--- src/rtl/prs_pkg.sv ---
// Shared constants, types and helpers for the paged register sequencer.
// Assumes a clause-22 bus with 5-bit register numbers and 16-bit data.
package prs_pkg;
    localparam int WORD_W     = 16;
    localparam int NUM_WIN    = 4;
    localparam int DATA_W     = WORD_W * NUM_WIN;
    localparam int REG_ADDR_W = 5;
    localparam int PAGE_W     = 8;
    localparam int OFFS_W     = 8;
    localparam int WSEL_W     = $clog2(NUM_WIN);

    localparam logic [REG_ADDR_W-1:0] REG_PAGE_SEL = 5'h10;
    localparam logic [REG_ADDR_W-1:0] REG_CMD      = 5'h11;
    localparam logic [REG_ADDR_W-1:0] REG_WIN_BASE = 5'h18;

    localparam logic [1:0] CMD_WR = 2'b01;
    localparam logic [1:0] CMD_RD = 2'b10;

    localparam logic [2:0] WCODE_8  = 3'd0;
    localparam logic [2:0] WCODE_16 = 3'd1;
    localparam logic [2:0] WCODE_64 = 3'd4;

    typedef enum logic [2:0] {
        ST_IDLE,
        ST_WWIN,
        ST_PAGE,
        ST_CMD,
        ST_POLL,
        ST_GAP,
        ST_RWIN
    } seq_state_e;

    // Number of 16-bit windows a width code occupies.
    function automatic logic [2:0] words_for(input logic [2:0] code);
        logic [2:0] n;
        case (code)
            WCODE_8, WCODE_16: n = 3'd1;
            default:           n = code;
        endcase
        return n;
    endfunction
endpackage

--- src/rtl/prs_gap_timer.sv ---
// Wait counter between completion polls.
// Assumes GAP_CYCLES >= 1. A start pulse arms it, and expired stays high
// in the cycle GAP_CYCLES cycles after the start. It is one-shot until
// the next start.
module prs_gap_timer #(
    parameter int GAP_CYCLES = 10000
) (
    input  logic clk,
    input  logic rst_n,
    input  logic start,
    output logic expired
);
    localparam int CNT_W = $clog2(GAP_CYCLES + 1);

    logic [CNT_W-1:0] cnt;
    logic             run;

    // Load on start, count down while running, stop at zero.
    always_ff @(posedge clk) begin
        if (!rst_n) begin
            cnt <= '0;
            run <= 1'b0;
        end else if (start) begin
            cnt <= CNT_W'(GAP_CYCLES - 1);
            run <= 1'b1;
        end else if (run) begin
            if (cnt == '0) run <= 1'b0;
            else           cnt <= cnt - 1'b1;
        end
    end

    assign expired = run && (cnt == '0);

    // the loaded count never exceeds the configured gap.
    p_gap_range_r6: assert property (@(posedge clk) disable iff (!rst_n)
        run |-> (int'(cnt) < GAP_CYCLES));
endmodule

--- src/rtl/prs_word_buf.sv ---
// Data staging for one request.
// Holds the write value, presents it to the bus as 16-bit windows (upper
// byte zeroed for 8-bit), and gathers read windows into a wide result.
// A load clears the read buffer and latches the width code.
module prs_word_buf
    import prs_pkg::*;
(
    input  logic                clk,
    input  logic                rst_n,
    input  logic                load,
    input  logic [DATA_W-1:0]   wdata_in,
    input  logic [2:0]          width_in,
    input  logic [WSEL_W-1:0]   sel,
    input  logic                cap,
    input  logic [WORD_W-1:0]   cap_word,
    output logic [WORD_W-1:0]   win_word,
    output logic [DATA_W-1:0]   rdata
);
    logic [WORD_W-1:0] wq [NUM_WIN];
    logic [WORD_W-1:0] rq [NUM_WIN];
    logic [2:0]        wcode;
    logic [WORD_W-1:0] wsel_word;

    // Latch the width of the accepted request.
    always_ff @(posedge clk) begin
        if (!rst_n)    wcode <= '0;
        else if (load) wcode <= width_in;
    end

    for (genvar g = 0; g < NUM_WIN; g++) begin : g_win
        // Write staging word g, latched at acceptance.
        always_ff @(posedge clk) begin
            if (!rst_n)    wq[g] <= '0;
            else if (load) wq[g] <= wdata_in[g*WORD_W +: WORD_W];
        end
        // Read word g, cleared at acceptance and filled by its window read.
        always_ff @(posedge clk) begin
            if (!rst_n)                                   rq[g] <= '0;
            else if (load)                                rq[g] <= '0;
            else if (cap && (sel == WSEL_W'(g)))          rq[g] <= cap_word;
        end
        assign rdata[g*WORD_W +: WORD_W] =
            (g == 0 && wcode == WCODE_8) ? {8'h00, rq[g][7:0]} :
            (wcode == WCODE_8)           ? '0 : rq[g];
    end

    // Select the outgoing write word and mask it for byte width.
    always_comb begin
        wsel_word = wq[sel];
        win_word  = (wcode == WCODE_8) ? {8'h00, wsel_word[7:0]} : wsel_word;
    end
endmodule

--- src/rtl/paged_reg_seq.sv ---
// Paged indirect register access master.
// Runs one host request at a time as a series of management-bus
// transactions: data windows (writes only), page select, command, a
// bounded completion poll, then data windows (reads only).
// Assumes the MDIO master raises mdio_ack for one cycle, only while
// mdio_req is high, and that GAP_CYCLES >= 1 and POLL_TRIES >= 2.
module paged_reg_seq
    import prs_pkg::*;
#(
    parameter int PHY_ADDR   = 30,
    parameter int POLL_TRIES = 5,
    parameter int GAP_CYCLES = 10000
) (
    input  logic                   clk,
    input  logic                   rst_n,
    input  logic                   req_valid,
    input  logic                   req_write,
    input  logic [PAGE_W-1:0]      req_page,
    input  logic [OFFS_W-1:0]      req_offset,
    input  logic [2:0]             req_width,
    input  logic [DATA_W-1:0]      req_wdata,
    output logic                   busy,
    output logic                   done,
    output logic                   err,
    output logic [DATA_W-1:0]      rdata,
    output logic                   mdio_req,
    output logic                   mdio_write,
    output logic [4:0]             mdio_phy,
    output logic [REG_ADDR_W-1:0]  mdio_reg,
    output logic [WORD_W-1:0]      mdio_wdata,
    input  logic                   mdio_ack,
    input  logic                   mdio_err,
    input  logic [WORD_W-1:0]      mdio_rdata
);
    localparam int TRY_W = $clog2(POLL_TRIES + 1);

    seq_state_e          st;
    logic                req_q;
    logic [WSEL_W-1:0]   idx;
    logic [TRY_W-1:0]    tries;
    logic                is_wr;
    logic [PAGE_W-1:0]   page_q;
    logic [OFFS_W-1:0]   offs_q;
    logic [2:0]          nwords;
    logic                done_q;
    logic                err_q;

    logic                accept;
    logic                width_ok;
    logic                bus_state;
    logic                step_ack;
    logic                step_ok;
    logic                last_word;
    logic                poll_clear;
    logic                last_try;
    logic                gap_start;
    logic                gap_done;
    logic [WORD_W-1:0]   win_word;

    assign accept     = (st == ST_IDLE) && req_valid;
    assign width_ok   = (req_width <= WCODE_64);
    assign bus_state  = (st == ST_WWIN) || (st == ST_PAGE) || (st == ST_CMD) ||
                        (st == ST_POLL) || (st == ST_RWIN);
    assign step_ack   = req_q && mdio_ack;
    assign step_ok    = step_ack && !mdio_err;
    assign last_word  = ({1'b0, idx} == (nwords - 3'd1));
    assign poll_clear = (mdio_rdata[1:0] == 2'b00);
    assign last_try   = (tries == TRY_W'(POLL_TRIES - 1));
    assign gap_start  = (st == ST_POLL) && step_ok && !poll_clear && !last_try;

    prs_gap_timer #(.GAP_CYCLES(GAP_CYCLES)) u_gap (
        .clk     (clk),
        .rst_n   (rst_n),
        .start   (gap_start),
        .expired (gap_done)
    );

    prs_word_buf u_buf (
        .clk      (clk),
        .rst_n    (rst_n),
        .load     (accept),
        .wdata_in (req_wdata),
        .width_in (req_width),
        .sel      (idx),
        .cap      ((st == ST_RWIN) && step_ok),
        .cap_word (mdio_rdata),
        .win_word (win_word),
        .rdata    (rdata)
    );

    // Sequence state, bus request handshake and result flags.
    always_ff @(posedge clk) begin
        if (!rst_n) begin
            st     <= ST_IDLE;
            req_q  <= 1'b0;
            idx    <= '0;
            tries  <= '0;
            is_wr  <= 1'b0;
            page_q <= '0;
            offs_q <= '0;
            nwords <= 3'd1;
            done_q <= 1'b0;
            err_q  <= 1'b0;
        end else begin
            done_q <= 1'b0;
            if (step_ack)                req_q <= 1'b0;
            else if (bus_state && !req_q) req_q <= 1'b1;

            if (step_ack && mdio_err) begin
                st     <= ST_IDLE;
                done_q <= 1'b1;
                err_q  <= 1'b1;
            end else begin
                case (st)
                    ST_IDLE: if (accept) begin
                        is_wr  <= req_write;
                        page_q <= req_page;
                        offs_q <= req_offset;
                        nwords <= words_for(req_width);
                        idx    <= '0;
                        tries  <= '0;
                        err_q  <= 1'b0;
                        if (!width_ok) begin
                            done_q <= 1'b1;
                            err_q  <= 1'b1;
                        end else begin
                            st <= req_write ? ST_WWIN : ST_PAGE;
                        end
                    end
                    ST_WWIN: if (step_ok) begin
                        if (last_word) st <= ST_PAGE;
                        else           idx <= idx + 1'b1;
                    end
                    ST_PAGE: if (step_ok) st <= ST_CMD;
                    ST_CMD: if (step_ok) begin
                        st    <= ST_POLL;
                        tries <= '0;
                    end
                    ST_POLL: if (step_ok) begin
                        if (poll_clear) begin
                            if (is_wr) begin
                                st     <= ST_IDLE;
                                done_q <= 1'b1;
                            end else begin
                                st  <= ST_RWIN;
                                idx <= '0;
                            end
                        end else if (last_try) begin
                            st     <= ST_IDLE;
                            done_q <= 1'b1;
                            err_q  <= 1'b1;
                        end else begin
                            tries <= tries + 1'b1;
                            st    <= ST_GAP;
                        end
                    end
                    ST_GAP: if (gap_done) st <= ST_POLL;
                    ST_RWIN: if (step_ok) begin
                        if (last_word) begin
                            st     <= ST_IDLE;
                            done_q <= 1'b1;
                        end else begin
                            idx <= idx + 1'b1;
                        end
                    end
                    default: st <= ST_IDLE;
                endcase
            end
        end
    end

    // Transaction fields for the current step.
    always_comb begin
        mdio_write = 1'b0;
        mdio_reg   = REG_CMD;
        mdio_wdata = '0;
        case (st)
            ST_WWIN: begin
                mdio_write = 1'b1;
                mdio_reg   = REG_WIN_BASE + REG_ADDR_W'(idx);
                mdio_wdata = win_word;
            end
            ST_PAGE: begin
                mdio_write = 1'b1;
                mdio_reg   = REG_PAGE_SEL;
                mdio_wdata = {page_q, 7'b0, 1'b1};
            end
            ST_CMD: begin
                mdio_write = 1'b1;
                mdio_reg   = REG_CMD;
                mdio_wdata = {offs_q, 6'b0, (is_wr ? CMD_WR : CMD_RD)};
            end
            ST_RWIN: mdio_reg = REG_WIN_BASE + REG_ADDR_W'(idx);
            default: ;
        endcase
    end

    assign mdio_req = req_q;
    assign mdio_phy = 5'(PHY_ADDR);
    assign busy     = (st != ST_IDLE);
    assign done     = done_q;
    assign err      = err_q;

    // no bus traffic while idle.
    p_idle_quiet_r1: assert property (@(posedge clk) disable iff (!rst_n)
        !busy |-> !mdio_req);
    // done is a single-cycle pulse seen only once busy has dropped.
    p_done_idle_r10: assert property (@(posedge clk) disable iff (!rst_n)
        done |-> !busy);
    p_done_pulse_r10: assert property (@(posedge clk) disable iff (!rst_n)
        done |=> !done);
    // a pending transaction keeps its fields until acknowledged.
    p_req_hold_r11: assert property (@(posedge clk) disable iff (!rst_n)
        (mdio_req && !mdio_ack) |=> (mdio_req && $stable(mdio_reg) &&
                                     $stable(mdio_wdata) && $stable(mdio_write)));
    // the request drops after each acknowledge.
    p_req_drop_r11: assert property (@(posedge clk) disable iff (!rst_n)
        (mdio_req && mdio_ack) |=> !mdio_req);
    // an errored acknowledge ends the request in the next cycle.
    p_abort_r8: assert property (@(posedge clk) disable iff (!rst_n)
        (mdio_req && mdio_ack && mdio_err) |=> (done && err && !busy));
    // the poll counter stays inside the configured bound.
    p_tries_bound_r6: assert property (@(posedge clk) disable iff (!rst_n)
        int'(tries) < POLL_TRIES);
    // no transaction while waiting out the poll gap.
    p_gap_quiet_r6: assert property (@(posedge clk) disable iff (!rst_n)
        (st == ST_GAP) |-> !mdio_req);
endmodule

--- config.mk ---
export PLATFORM = sky130hd
export DESIGN_NAME = paged_reg_seq
export DESIGN_NICKNAME = d
export VERILOG_FILES = /design/src/rtl/prs_pkg.sv /design/src/rtl/prs_gap_timer.sv /design/src/rtl/prs_word_buf.sv /design/src/rtl/paged_reg_seq.sv
export SDC_FILE = /design/constraint.sdc
export NUM_CORES = 1
export LEC_CHECK = 0
export ABC_AREA = 0
export BUFFER_PORTS_ARGS = -buffer_cell sky130_fd_sc_hd__buf_2
export CELL_PAD_IN_SITES_DETAIL_PLACEMENT = 0
export CELL_PAD_IN_SITES_GLOBAL_PLACEMENT = 1
export CORE_MARGIN = 2
export CORE_UTILIZATION = 40
export CTS_BUF_LIST = sky130_fd_sc_hd__clkbuf_8
export CTS_CLUSTER_DIAMETER = 150
export DETAILED_ROUTE_END_ITERATION = 10
export GPL_ROUTABILITY_DRIVEN = 0
export PLACE_DENSITY_LB_ADDON = 0.3
export SLEW_MARGIN = 20
export SYNTH_ARGS = -nofsm -noshare
export SYNTH_HDL_FRONTEND = slang
export SYNTH_SLANG_ARGS = --single-unit
export TNS_END_PERCENT = 100
--- constraint.sdc ---
create_clock -name clk -period 3.4 [get_ports clk]
set_clock_uncertainty 0.05 [all_clocks]
set_input_delay 0.68 -clock clk [delete_from_list [all_inputs] [get_ports clk]]
set_output_delay 0.68 -clock clk [all_outputs]
set_load 0.005 [all_outputs]
==> flow_summary.yaml, run 1 <==
critical_path:
  crit_path_top_delay_cell: "or3b_2"
  rr_endpoint: "u_buf.rq[0][1]$_SDFFCE_PN0P_"
  startpoint_type: "flop"
  crit_start: "st[1]$_SDFFE_PP0P_"
  rr_startpoint: "st[1]$_SDFFE_PP0P_"
  slowest_delay_ps: 620
  reg2reg_slack_ps: 910
  end_kind: "output pin"
  critical_path.max_fanout: 10
  timing.critical_path.buf_inv: 1
  path_cells: "or3b_2 -> or2_2 -> o22ai_1 -> buf_2"
  worstSetupPathType: "reg2out"
  reg2regPathDepth: 4
  critPathTopFamily: "simple AND/OR/NAND/NOR gates"
  cp.required_ps: 2670
  cp_data_arrival_time_ps: 2260
synthesis:
  synth.cell_area_um2: 8390
  post_synth.cell_area_avg_um2: 11.6
  synth_cells: 726
  yosysWarnings: 0
  synth_edf_count: 128
  seq_area_frac_synth: 0.580
  yosysUniqueCellTypes: 60
  yosys_register_bits: 179
  ys_async_sr_fraction: 0
  synth_flop_cell: "edfxtp_1"
pwr:
  powerDensity_nw_per_um2: 615
  peakVddDrop_uv: 264
  p_int_uw: 4400
  p_clk_frac: 0.280
  swShare: 0.286
  p_seq_frac: 0.480
  p_leak_uw: 0.00416
  p_switching_uw: 1760
  power_frac_comb: 0.240
final_layout:
  drive_above_1_share: 0.297
  antenna_cells: 0
  nets: 1012
  area_growth_pct: 19.4
drt:
  vias: 5662
  remaining_drc_errors: 0
  postRouteWirelength_um: 18400
  dr.pass1.iters: 4
  drt-wirelength-per-cell_um: 15.6
  dr.first_iter.drc_count: 254
  via_per_inst: 4.80
  drtAntennaViolNets: 0
sta:
  drv_slew: 0
  grt_setup_unrepaired: "no"
  min_period_over_period: 0.879
  finalSetupTns_ps: 0
  fin_ws_ps: 410
  slew_headroom: 0.466
  timing.final.hold_violations: 0
  setup_violations: 0
  fmax_mhz: 334
  min_period_ps: 2990
  hold_slack_ps: 409
  tightest_slew_ps: 799
min_path:
  min_to: "offs_q[6]$_SDFFE_PN0P_"
  hold_path_depth: 3
  hold_start: "req_offset[6]"
  min_path_type: "in2reg"
placed_design:
  hpwlAfterDp_um: 13400
  place_ws_ps: 780
  portBuffers: 192
cts:
  cts_made_buffers: 17
  ctsResizeCount: 0
  cts_buffer_depth: 2
  worst_skew_pair.late_latency_ps: 450
  cts.clk_slew.worst_paths_ps: 90
  cts_root_buf: "clkbuf_8"
  htree_num_levels: 4
  cts_tree: "done"
  ctsHoldBuffers: 0
  post-cts-setup-buffer-count: 0
  clock-sinks: 179
job:
  maxCapViolations: 0
global_routing:
  grt_usage: 0.165
  antenna_found_initial: 1
  first_global_vias: 5313
  grt_max_degree: 65
  grt-ovfl-total: 0
  grt_pass1_wl_um: 28000
floorplanning:
  dieArea_um2: 22100
  die_width_um: 149
  core-area_um2: 20400
  io_pins: 200
  dieHeight_um: 149
  fp-row-count: 52
  start_util: 0.411
run_status:
  status: "finished, final reports clean"
## worst min-delay path: cells and delay by family
kind            cells  cell delay (ps)
buf+inv             1               90
compound gates      1               50
simple gates        1               40
## power by group through the flow
stage / logic, uW / clock network (uW) / registers [uW]
finish: 1480 / 1730 / 2960
global route: 1640 / 1840 / 3000
CTS: 1500 / 1770 / 2960
detailed placement: 1500 / 0 / 3010
global placement: 1510 / 0 / 3000
floorplan: 1000 / 0 / 2950
## how the worst max path moves through the flow
| stage | cells after the start | slack [ps] | to |
|---|---|---|---|
| floorplan | 3 | 530 | u_buf.wq[0][0]$_SDFFCE_PN0P_ |
| global placement | 4 | 830 | u_buf.rq[0][7]$_SDFFCE_PN0P_ |
| detailed placement | 4 | 780 | u_buf.rq[0][7]$_SDFFCE_PN0P_ |
| CTS | 4 | 360 | mdio_wdata[13] |
| global route | 4 | 270 | mdio_wdata[12] |
| finish | 4 | 410 | mdio_wdata[12] |
## logic make-up (layout without fill, tap and decap cells)
family / count (synthesis) / count (layout) / synth area share
buf+inv: 78 / 257 / 0.0427
other cells: 2 / 7 / 0.000895
xor+xnor: 13 / 13 / 0.0136
flops: 179 / 179 / 0.580
mux: 31 / 31 / 0.0613
simple gates: 331 / 331 / 0.226
compound gates: 83 / 83 / 0.0619
fa+ha+maj: 9 / 9 / 0.0134
## layout make-up
| class | count | area (um2) |
|---|---|---|
| clock buffer | 17 | 234 |
| fill | 1879 | 10400 |
| tap | 270 | 338 |
| sequential | 179 | 4860 |
| clock inverter | 14 | 245 |
| inverter | 23 | 86.3 |
| multi-input combinational | 474 | 3190 |
| timing repair buffer | 203 | 1060 |
## Yosys cell counts (2+ instances only)
cell,n,area [um2]
nor2b_1,66,413
nor3_1,7,35.0
o41ai_1,2,17.5
nor4_2,2,25.0
o211ai_1,2,15.0
o21a_1,2,15.0
and3_1,4,25.0
edfxtp_1,128,3840
a211oi_1,2,15.0
clkbuf_1,31,116
ha_1,9,113
mux2i_1,12,120
mux2_2,2,22.5
buf_4,15,113
xnor2_1,9,78.8
o21ai_0,8,40.0
and2_1,131,820
o2111ai_1,3,26.3
o22ai_1,8,50.1
dfxtp_1,51,1020
xor2_1,4,35.0
mux4_2,16,360
o311ai_2,2,32.5
nand3_1,11,55.1
buf_2,7,35.0
nor2_1,23,86.3
nand2_1,65,244
buf_1,2,7.51
a21oi_1,44,220
nand3b_1,2,15.0
or2_2,2,12.5
inv_1,21,78.8
conb_1,2,7.51
nand4_1,2,12.5
or4_1,2,15.0
nor4_1,3,18.8
## layer usage
metal,up-vias,routed length (um),GRT usage,part of all wire
met5,-,0,0,0
met4,0,196,0.0448,0.011
met3,14,1280,0.0508,0.070
met2,195,8630,0.260,0.47
met1,2620,8260,0.224,0.45
li1,2833,-,-,-
## layout by cell type, fill, tap and decap left out, types with 3 or more instances in the layout
master / n
nand2_1: 65
mux4_2: 16
inv_1: 20
and2_1: 131
o22ai_1: 8
and3_1: 4
edfxtp_1: 128
buf_4: 10
a21oi_1: 44
xor2_1: 4
nand3_1: 11
nor3_1: 6
ha_1: 9
bufinv_16: 6
dfxtp_1: 51
nor2_1: 22
o21ai_0: 8
nor4_1: 3
inv_6: 3
buf_2: 192
mux2i_1: 12
clkbuf_8: 17
xnor2_1: 9
o2111ai_1: 3
conb_1: 7
nor2b_1: 66
## metrics by stage
| step | area, um2 | std cells | utilization | power [uW] |
|---|---|---|---|---|
| floorplan | 8410 | 731 | - | 3960 |
| global placement | 9540 | 1149 | 0.467 | 4500 |
| detailed placement | 9540 | 1149 | 0.467 | 4510 |
| CTS | 10000 | 1180 | 0.490 | 6230 |
| global route | 10000 | 1180 | 0.490 | 6490 |
| finish | 10000 | 1180 | 0.490 | 6160 |
## registers in the layout, indices dropped and copies added (netlist names), 2 cells and up, named ones only
register / flops
idx: 2
u_buf.wcode: 3
nwords: 3
st: 3
u_gap.cnt: 14
page_q: 8
u_buf.wq: 64
u_buf.rq: 64
tries: 3
offs_q: 8
No activity file was read; power rests on OpenSTA's default activity.
==> run 2, diff against run 1 <==
--- a/config.mk
+++ b/config.mk
@@ -16,6 +16,7 @@
 export DETAILED_ROUTE_END_ITERATION = 10
 export GPL_ROUTABILITY_DRIVEN = 0
 export PLACE_DENSITY_LB_ADDON = 0.3
+export RECOVER_POWER = 50
 export SLEW_MARGIN = 20
 export SYNTH_ARGS = -nofsm -noshare
 export SYNTH_HDL_FRONTEND = slang
==> constraint.sdc (replaced) <==
create_clock -name clk -period 3.4 [get_ports clk]
set_clock_uncertainty 0.05 [all_clocks]
set_input_delay 0.68 -clock clk [delete_from_list [all_inputs] [get_ports clk]]
set_output_delay 0.68 -clock clk [all_outputs]
set_load 0.05 [all_outputs]
==> run 2 against run 1 <==
Via count up 0.67%. Flip-flop and latch count is the same. Combinational power increased by 45%. Final area fell by 1.5%. Clock-buffer cell count stayed put. Global-route usage is 0.42 points higher. Non-clock buffer count is 1 higher. Largest cell class unchanged. Die area unchanged. Fmax down 2.3%.
==> flow_summary.yaml, run 2 (synthesis gave the netlist of run 1 again) <==
final_layout:
  stdcell_area_um2: 9860
  nets: 1013
  fillers: 1904
  reg_top3: "u_buf.rq: 64 flops, u_buf.wq: 64 flops, u_gap.cnt: 14 flops"
  area_growth_pct: 17.6
  final_common_cell: "buf_2"
  layout_common_cells: "buf_2 (181), edfxtp_1 (128), and2_1 (109)"
  final_cells: 1183
  drive_above_1_share: 0.281
floorplanning:
  dieHeight_um: 149
  fp-row-count: 52
  die_width_um: 149
  start_util: 0.411
  dieArea_um2: 22100
  core-area_um2: 20400
  io_pins: 200
drt:
  dr.pass1.iters: 4
  drt-wirelength-per-cell_um: 15.9
  dr.first_iter.drc_count: 305
  via_per_inst: 4.82
  drtAntennaViolNets: 0
  postRouteWirelength_um: 18800
  remaining_drc_errors: 0
  vias: 5700
global_routing:
  grt_max_degree: 65
  antenna_found_initial: 1
  grt_usage: 0.170
  first_global_vias: 5419
  grt_pass1_wl_um: 28700
  grt-ovfl-total: 0
cts:
  cts_made_buffers: 17
  clock-sinks: 179
  htree_num_levels: 4
  cts.clk_slew.worst_paths_ps: 100
  post-cts-setup-buffer-count: 0
  worst_skew_pair.late_latency_ps: 460
  cts_root_buf: "clkbuf_8"
  cts_tree: "done"
  ctsResizeCount: 0
  ctsHoldBuffers: 0
  cts_buffer_depth: 2
critical_path:
  startpoint_type: "flop"
  critical_path.max_fanout: 19
  worstSetupPathType: "reg2out"
  cp_data_arrival_time_ps: 2330
  cp.required_ps: 2670
  end_kind: "output pin"
sta:
  grt_setup_unrepaired: "no"
  timing.final.hold_violations: 0
  fmax_mhz: 327
  setup_violations: 0
  slew_headroom: 0.272
  min_period_ps: 3060
  min_period_over_period: 0.901
  drv_slew: 0
  finalSetupTns_ps: 0
  tightest_slew_ps: 1080
run_status:
  status: "finished, final reports clean"
placed_design:
  placedCellCount: 1150
  placed_cell_area_um2: 9540
  portBuffers: 192
  hpwlAfterDp_um: 13500
job:
  maxCapViolations: 0
pwr:
  powerDensity_nw_per_um2: 663
  peakVddDrop_uv: 263
  p_leak_uw: 0.00404
  report.power.total_uw: 6530
min_path:
  min_path_type: "in2reg"
==> run 2: cell types whose count changed in the layout (fill, tap and decap cells not counted), moves of 3 or more <==
cell and change:
and2_0 +22, and2_1 -22, buf_2 -11, bufinv_16 -6, clkbuf_1 +11, clkinv_4 +3, inv_6 -3, inv_8 +5
==> run 2: worst paths after layout <==
check                                       startpoint  cells past startpoint  slack, ps                      endpoint
worst max-delay path                st[2]$_SDFFE_PP0P_                      4        340                          busy
worst min-delay path                       req_page[7]                      3        390        page_q[7]$_SDFFE_PN0P_
worst max register to register      st[2]$_SDFFE_PP0P_                      5        350  u_buf.wq[2][4]$_SDFFCE_PN0P_
worst min register to register  page_q[1]$_SDFFE_PN0P_                      2        410        page_q[1]$_SDFFE_PN0P_
==> run 2: layer usage <==
metal / vias up / wire length, um / global-route usage
li1: 2839 / - / -
met5: - / 0 / 0
met4: 0 / 127 / 0.0433
met3: 8 / 1620 / 0.0606
met2: 197 / 8720 / 0.268
met1: 2656 / 8290 / 0.224
==> run 2: area by class of cell <==
cell class / instances / area, um2 / share of cell area
Antenna cell: 1 / 2.50 / 0.000254
Clock buffer: 17 / 234 / 0.0237
Clock inverter: 15 / 160 / 0.0162
Inverter: 23 / 86.3 / 0.00876
Multi-Input combinational cell: 474 / 3140 / 0.318
Sequential cell: 179 / 4860 / 0.493
Tap cell: 270 / 338 / 0.0343
Timing Repair Buffer: 204 / 1030 / 0.105
==> run 2: per-stage QoR <==
step / util / setup slack [ps] / hold slack [ps]
final: 0.483 / 338 / 395
after global routing: 0.483 / 148 / 361
after detailed placement: 0.467 / 802 / 397
after CTS: 0.486 / 286 / 367
after global placement: 0.467 / 856 / 393
after floorplan: - / 428 / 386
==> run 2: report_power, final <==
part / internal [uW] / leakage [uW] / total [uW] / switching (uW)
sequential: 2820 / 0.00180 / 2950 / 133
combinational: 606 / 0.00205 / 2150 / 1540
clock: 554 / 0.000191 / 1440 / 882
==> run 2: critical path: stages, from the launching register on <==
cell     delay, ps
dfxtp_1        320
buf_4          200
nor3_1         890
inv_1          190
buf_2          280
